## config.mk

```make
export PLATFORM = sky130hd
export DESIGN_NAME = irq_latch_unit
export DESIGN_NICKNAME = d
export VERILOG_FILES = /design/src/rtl/irq_latch_unit.sv
export SDC_FILE = /design/constraint.sdc
export NUM_CORES = 1
export LEC_CHECK = 0
export BUFFER_PORTS_ARGS = -buffer_cell sky130_fd_sc_hd__buf_4
export CAP_MARGIN = 20
export CORE_AREA = 4 4 114 116
export DETAILED_ROUTE_END_ITERATION = 12
export DIE_AREA = 0 0 118 120
export PLACE_DENSITY = 0.75
export SLEW_MARGIN = 10
export SYNTH_ARGS = -nofsm -noshare
export SYNTH_HDL_FRONTEND = slang
export SYNTH_SLANG_ARGS = --single-unit
```

## constraint.sdc

```tcl
create_clock -name clk -period 2 [get_ports clk]
set_input_delay 0.3 -clock clk [delete_from_list [all_inputs] [get_ports clk]]
set_output_delay 0.3 -clock clk [all_outputs]
set_load 0.05 [all_outputs]
```

## src/rtl/irq_latch_unit.sv

```systemverilog
module irq_latch_unit #(
  parameter int DW = 32,
  parameter int AW = 8,
  parameter int CTL_BIT = 11,
  parameter logic [AW-1:0] OFS_STAT = 8'h50,
  parameter logic [AW-1:0] OFS_MASK = 8'h54,
  parameter logic [AW-1:0] OFS_POL  = 8'h58,
  parameter logic [AW-1:0] OFS_IN   = 8'h5C
) (
  input  logic          clk,
  input  logic          rst_n,
  input  logic          wr_en,
  input  logic [AW-1:0] addr,
  input  logic [DW-1:0] wdata,
  output logic [DW-1:0] rdata,
  input  logic [DW-1:0] src_lines,
  input  logic          ctl_irq,
  output logic          irq_out
);
  localparam logic [DW-1:0] ALL1 = {DW{1'b1}};

  logic [DW-1:0] status_q, mask_q, pol_q, in_word, clr;

  always_comb begin
    in_word = src_lines;
    in_word[CTL_BIT] = ctl_irq;
  end

  assign clr = (wr_en && addr == OFS_STAT) ? wdata : '0;

  always_ff @(posedge clk) begin
    if (!rst_n) begin
      status_q <= '0;
      mask_q   <= '0;
      pol_q    <= '0;
    end else begin
      status_q <= (status_q & ~clr) | (in_word & mask_q);
      if (wr_en && addr == OFS_MASK) mask_q <= wdata;
      if (wr_en && addr == OFS_POL)  pol_q  <= wdata;
    end
  end

  always_comb begin
    case (addr)
      OFS_STAT: rdata = status_q;
      OFS_MASK: rdata = mask_q;
      OFS_POL:  rdata = pol_q;
      OFS_IN:   rdata = in_word;
      default:  rdata = ALL1;
    endcase
  end

  assign irq_out = |status_q;
endmodule


```

==> impl_metrics.csv, run 1 <==
group,metric,value,unit
status,status,"complete, but fails checks",
status,violations,"setup timing",
critical_path,cp_max_fo,11,
global_routing,grt_pass1_wl,23.2,mm
timing,worst_slack,-67.8,ps
power,ir_worst_vdd,0.370,mV
critical_path,path_depth,5,
logic_synthesis,syn-num-nets,587,
global_routing,grt_pass1_vias,4589,
logic_synthesis,synth_compound_area_share,10.5,%
placed_design,place_area,6220,sq um
die,ios,109,
logic_synthesis,synth-simple-area-share,18.7,%
finish,mostFrequentLayoutCells,"nand2_1, buf_4, dfxtp_1",
cts,cts_tree,"done",
power,intPower,0.00314,W
worst_hold_path,hold_class,"in -> reg",
power,combinationalPowerShare,11.1,%
logic_synthesis,avgSynthCellArea,9.72,sq um
cts,clockBufferDepth,2,
cts,cts_made_buffers,9,
logic_synthesis,ys_seq_area_share,38.7,%
logic_synthesis,synth_top_family_by_area,"multiplexers",
global_routing,grt_max_degree,129,
logic_synthesis,synthXorXnorAreaFrac,0,%
critical_path,rrSetupSlack,1120,ps
critical_path,cp_top_family,"simple AND/OR/NAND/NOR gates",
cts,htreeDepth,3,
cts,clk_pin_slew,70,ps
timing,slew_violations,0,
logic_synthesis,ys.warnings.count,0,
detailed_routing,wl_per_cell,18.9,microns
power,swShare,23.7,%
detailed_routing,vias_per_cell,5.74,
critical_path,crit_required,1700,ps
critical_path,cp_slowest_cell,"or4b_4",
logic_synthesis,yosys.area_share.adder,0,%
flow_run,max-cap-violations,0,
detailed_routing,drt_iter0_markers,269,
global_routing,overflow,0,
global_routing,grt_usage,20.2,%
critical_path,crit_end,"rdata[0]",
detailed_routing,firstDrtPassIters,5,
detailed_routing,drtAntennaViolNets,0,
placed_design,numPortBuffers,107,
detailed_routing,drc,0,
cts,insertion_delay,340,ps
die,fp.dieH,120,microns
critical_path,cpMostUsedCell,"buf_4",
finish,postLayoutCellArea,6720,sq um
logic_synthesis,synth_cells,511,
critical_path,reg2reg_depth,3,
logic_synthesis,synth_seq_cells,96,
detailed_routing,vias,4383,
cts,clock_sinks,96,
critical_path,worst-path-buf-inv,3,
finish,area_delta_synth_final,35.3,%
critical_path,reg2reg_from,"status_q[26]$_SDFF_PN0_",
timing,rsz0062_at_grt,"true",
critical_path,crit_type,"in -> out",
power,switchingPower,0.000975,W
power,power_frac_clock,42.3,%
critical_path,crit_path_end_kind,"output port",
timing,min_period,2070,ps
power,p_leak,2.94,nW
timing,finalHoldViolCount,0,
die,core,11900,sq um
finish,mostFrequentLayoutCell,"nand2_1",
finish,final_nets,688,
critical_path,cp-startpoint,"addr[1]",
logic_synthesis,synth_edf_count,0,
placed_design,dp_hpwl,10.2,mm
die,dieArea,14200,sq um
finish,drive_above_1_share,37.0,%
critical_path,critPathLaunchType,"input pin",
detailed_routing,drt_wl_total,14.5,mm
critical_path,critPathArrivalTime,1770,ps
logic_synthesis,synthDistinctLibCells,25,
timing,setup_tns,-1270,ps
power,power.density,613,nW/um^2
timing,worst_slew_pin_slew,517,ps
timing,period_share,103,%
critical_path,path_cells,"buf_4 -> or4b_4 -> buf_6 -> or3_4 -> buf_4",
timing,clock_skew,5.10,ps
placed_design,place.gp.congestion,0.784,
die,chipWidth,118,microns
critical_path,rr_endpoint,"status_q[26]$_SDFF_PN0_",
die,start_util,41.7,%
timing,slew_headroom,65.5,%
timing,fmax,0.484,GHz
cts,root_buffer,"clkbuf_16",
logic_synthesis,synthMuxAreaShare,27.4,%
logic_synthesis,async_flop_share,0,%
power,p_seq_share,46.5,%
timing,setup_viol,31,
logic_synthesis,synthesis.area,4960,sq um
critical_path,max_stage_delay,600,ps
die,rows,40,
logic_synthesis,synthFlopType,"dfxtp_1",
global_routing,antenna_found_initial,0,
finish,diodes,0,
[kinds of logic after synthesis]
group,count (synthesis)
AO/OA/AOI/OAI,64
buffers and inverters,44
flip-flops,96
multiplexers,96
AND/OR/NAND/NOR,211
[cell usage after synthesis (2+ instances only)]
cell type,n,area [sq um]
nand4_1,2,12.5
nand2_1,161,604
nor4_1,8,50.1
or3_1,30,188
clkbuf_1,30,113
dfxtp_1,96,1920
mux4_2,32,721
or3_2,2,15.0
buf_12,3,60.1
a21o_1,32,240
a41oi_1,32,280
buf_2,7,35.0
mux2i_1,64,641
[metrics by stage]
step	setup slack [ps]	power (W)	std cells	utilization [%]	hold slack, ps
global route	-96.7	0.00424	764	56.4	165
detailed placement	-200	0.00240	745	52.2	450
floorplan	-46.0	0.00216	511	-	419
finish	-67.8	0.00411	764	56.4	156
global placement	-186	0.00239	745	52.2	441
CTS	-62.8	0.00412	762	55.7	150
[registers in the layout, indices dropped and copies added, names as in the netlist]
name / cells
mask_q: 32
status_q: 32
pol_q: 32
[cell type report]
class | count | area (sq um)
multi-input cells | 371 | 3060
well taps | 147 | 184
repair buffers | 133 | 1250
inverters | 1 | 3.75
clock inverters | 5 | 56.3
flip-flops and latches | 96 | 1930
fillers | 1014 | 5190
clock buffers | 11 | 243
[timing repair]
item,4_1_cts,5_1_grt
endpoints found under the hold margin,0,0
pin swaps,2,1
gates resized for setup,24,8
setup endpoints to repair,33,33
hold buffers,0,0
cloned,0,2
buffers inserted,1,0
[routing by layer]
layer	wire [microns]	vias to the layer above	GRT usage, %	part of all wire, %
li1	-	2066	-	-
met1	6240	2143	25.8	43
met2	7110	153	33.8	49
met3	816	21	3.77	5.6
met4	289	0	7.91	2.0
met5	0	-	0	0
[how the worst min path moves through the flow]
stage               depth (start not counted)                   start                 endpoint
finish                                      2               wdata[29]  status_q[29]$_SDFF_PN0_
detailed placement                          2  pol_q[22]$_SDFFE_PN0P_   pol_q[22]$_SDFFE_PN0P_
floorplan                                   1                wdata[0]   status_q[0]$_SDFF_PN0_
CTS                                         2               wdata[29]  status_q[29]$_SDFF_PN0_
global placement                            2   pol_q[2]$_SDFFE_PN0P_    pol_q[2]$_SDFFE_PN0P_
global route                                2               wdata[22]  status_q[22]$_SDFF_PN0_
[power by group through the flow]
| stage | Clock, W | Combinational [W] | Sequential, W |
|---|---|---|---|
| global route | 0.00184 | 0.000491 | 0.00191 |
| finish | 0.00174 | 0.000458 | 0.00191 |
| detailed placement | 0 | 0.000439 | 0.00196 |
| floorplan | 0 | 0.000204 | 0.00196 |
| CTS | 0.00176 | 0.000446 | 0.00191 |
| global placement | 0 | 0.000430 | 0.00196 |
Power figures use the tool's default switching activity.
==> run 2, diff against run 1 <==
--- a/config.mk
+++ b/config.mk
@@ -5,12 +5,12 @@
 export SDC_FILE = /design/constraint.sdc
 export NUM_CORES = 1
 export LEC_CHECK = 0
-export BUFFER_PORTS_ARGS = -buffer_cell sky130_fd_sc_hd__buf_4
 export CAP_MARGIN = 20
 export CORE_AREA = 4 4 114 116
 export DETAILED_ROUTE_END_ITERATION = 12
 export DIE_AREA = 0 0 118 120
-export PLACE_DENSITY = 0.75
+export DONT_BUFFER_PORTS = 1
+export PLACE_DENSITY = 0.67
 export SLEW_MARGIN = 10
 export SYNTH_ARGS = -nofsm -noshare
 export SYNTH_HDL_FRONTEND = slang
==> run 2 against run 1 <==
Compared with the run above:
- the run now ends clean
- total power down 4.4%
- combinational power down 60%
- largest cell class unchanged
- setup slack better by 120 ps
- via count down 12%
- sequential power about the same
- largest power group unchanged
- highest routed layer unchanged
- core utilization down 9.5 points
- final cell count down 16%
==> impl_metrics.csv, run 2 (synthesized netlist as in run 1, its figures left out) <==
group,metric,value,unit
finish,area_delta_synth_final,12.6,%
detailed_routing,drt_iter0_markers,252,
cts,insertion_delay,340,ps
cts,hold_buffers,0,
cts,root_buffer,"clkbuf_16",
power,p_leak,2.29,nW
cts,htreeDepth,3,
global_routing,overflow,0,
placed_design,numPortBuffers,0,
finish,postLayoutCellArea,5590,sq um
global_routing,antenna_found_initial,0,
timing,worst_slack,55.4,ps
critical_path,cp-startpoint,"addr[1]",
placed_design,place_area,5230,sq um
cts,clk_pin_slew,70,ps
global_routing,grt_pass1_vias,4031,
finish,drive_above_1_share,20.6,%
critical_path,critPathLaunchType,"input pin",
die,ios,109,
detailed_routing,firstDrtPassIters,4,
die,chipWidth,118,microns
finish,mostFrequentLayoutCells,"nand2_1, dfxtp_1, mux2i_1",
timing,fmax,0.514,GHz
status,status,"complete, no violations",
finish,mostFrequentLayoutCell,"nand2_1",
die,rows,40,
die,dieArea,14200,sq um
die,core,11900,sq um
placed_design,dp_hpwl,8.82,mm
timing,setup_viol,0,
detailed_routing,vias_per_cell,6.02,
cts,clockBufferDepth,2,
cts,clock_sinks,96,
power,power.density,704,nW/um^2
die,fp.dieH,120,microns
detailed_routing,drtAntennaViolNets,0,
detailed_routing,drt_wl_total,13.5,mm
cts,cts_made_buffers,9,
timing,holdWs,58.7,ps
critical_path,cp_slowest_cell,"or4b_1",
placed_design,place_ws,-13.7,ps
timing,worst_slew_pin_slew,424,ps
finish,final_nets,567,
critical_path,crit_path_end_kind,"output port",
global_routing,grt_max_degree,129,
global_routing,grt_pass1_wl,21.5,mm
die,start_util,41.7,%
timing,rsz0062_at_grt,"true",
critical_path,crit_required,1700,ps
critical_path,critPathArrivalTime,1640,ps
timing,period_share,97.2,%
finish,diodes,0,
finish,reg.largest.list,"mask_q (32), pol_q (32), status_q (32)",
detailed_routing,drc,0,
worst_hold_path,min-delay-start,"wdata[24]",
critical_path,crit_type,"in -> out",
timing,slew_headroom,71.5,%
placed_design,place.gp.congestion,0.769,
global_routing,grt_usage,19.4,%
timing,slew_violations,0,
timing,finalHoldViolCount,0,
detailed_routing,wl_per_cell,20.9,microns
critical_path,path_cells,"or4b_1 -> buf_4 -> or3_4",
cts,cts_tree,"done",
detailed_routing,vias,3870,
timing,min_period,1940,ps
flow_run,max-cap-violations,0,
power,ir_worst_vdd,0.486,mV
critical_path,cp_max_fo,17,
critical_path,max_stage_delay,590,ps
critical_path,reg2reg_from,"status_q[22]$_SDFF_PN0_",
worst_hold_path,hold_class,"in -> reg",
timing,clock_skew,2.88,ps
==> run 2: final cells by class <==
cell class              instances  area [sq um]
fillers                      1098          6320
multi-input cells             371          3020
flip-flops and latches         96          1920
clock buffers                  14           284
well taps                     147           184
repair buffers                 12           140
clock inverters                 2          35.0
inverters                       1          3.75
==> run 2: metrics by stage <==
| step | instances | TNS, ps | util (%) | total power, W |
|---|---|---|---|---|
| CTS | 642 | 0 | 46.8 | 0.00398 |
| detailed placement | 626 | -26.8 | 43.9 | 0.00214 |
| floorplan | 511 | -1060 | - | 0.00216 |
| global route | 643 | -3.67 | 46.9 | 0.00409 |
| global placement | 626 | 0 | 43.9 | 0.00213 |
| finish | 643 | 0 | 46.9 | 0.00393 |
==> run 2: worst paths after layout <==
| path | endpoint | slack [ps] | cells after the start |
|---|---|---|---|
| worst max-delay path | rdata[13] | 60 | 3 |
| worst min-delay path | status_q[24]$_SDFF_PN0_ | 60 | 1 |
| worst max register to register | status_q[22]$_SDFF_PN0_ | 1170 | 4 |
| worst min register to register | pol_q[1]$_SDFFE_PN0P_ | 460 | 2 |
==> run 2: timing repair <==
| action | in CTS | in global routing |
|---|---|---|
| pin swaps | 1 | 2 |
| resized for setup | 6 | 3 |
| setup endpoints to repair | 3 | 1 |
| setup buffers | 0 | 1 |
==> run 2: critical path: cells and delay by family <==
kind / cells / cell delay, ps
buffers and inverters: 1 / 250
and+or+nand+nor: 2 / 1080
==> run 2: where the power goes <==
group | total [W] | switching, W | internal, W
logic | 0.000181 | 0.0000948 | 0.0000861
clock network | 0.00184 | 0.000734 | 0.00111
registers | 0.00191 | 0.00000162 | 0.00191
total | 0.00393 | 0.000830 | 0.00310
==> run 2: layer usage <==
metal / up-vias / global-route usage [%] / share of wire, %
met3: 19 / 7.21 / 8.9
li1: 1813 / - / -
met1: 1915 / 24.9 / 44
met2: 123 / 29.7 / 45
met4: 0 / 7.40 / 2.1
met5: - / 0 / 0
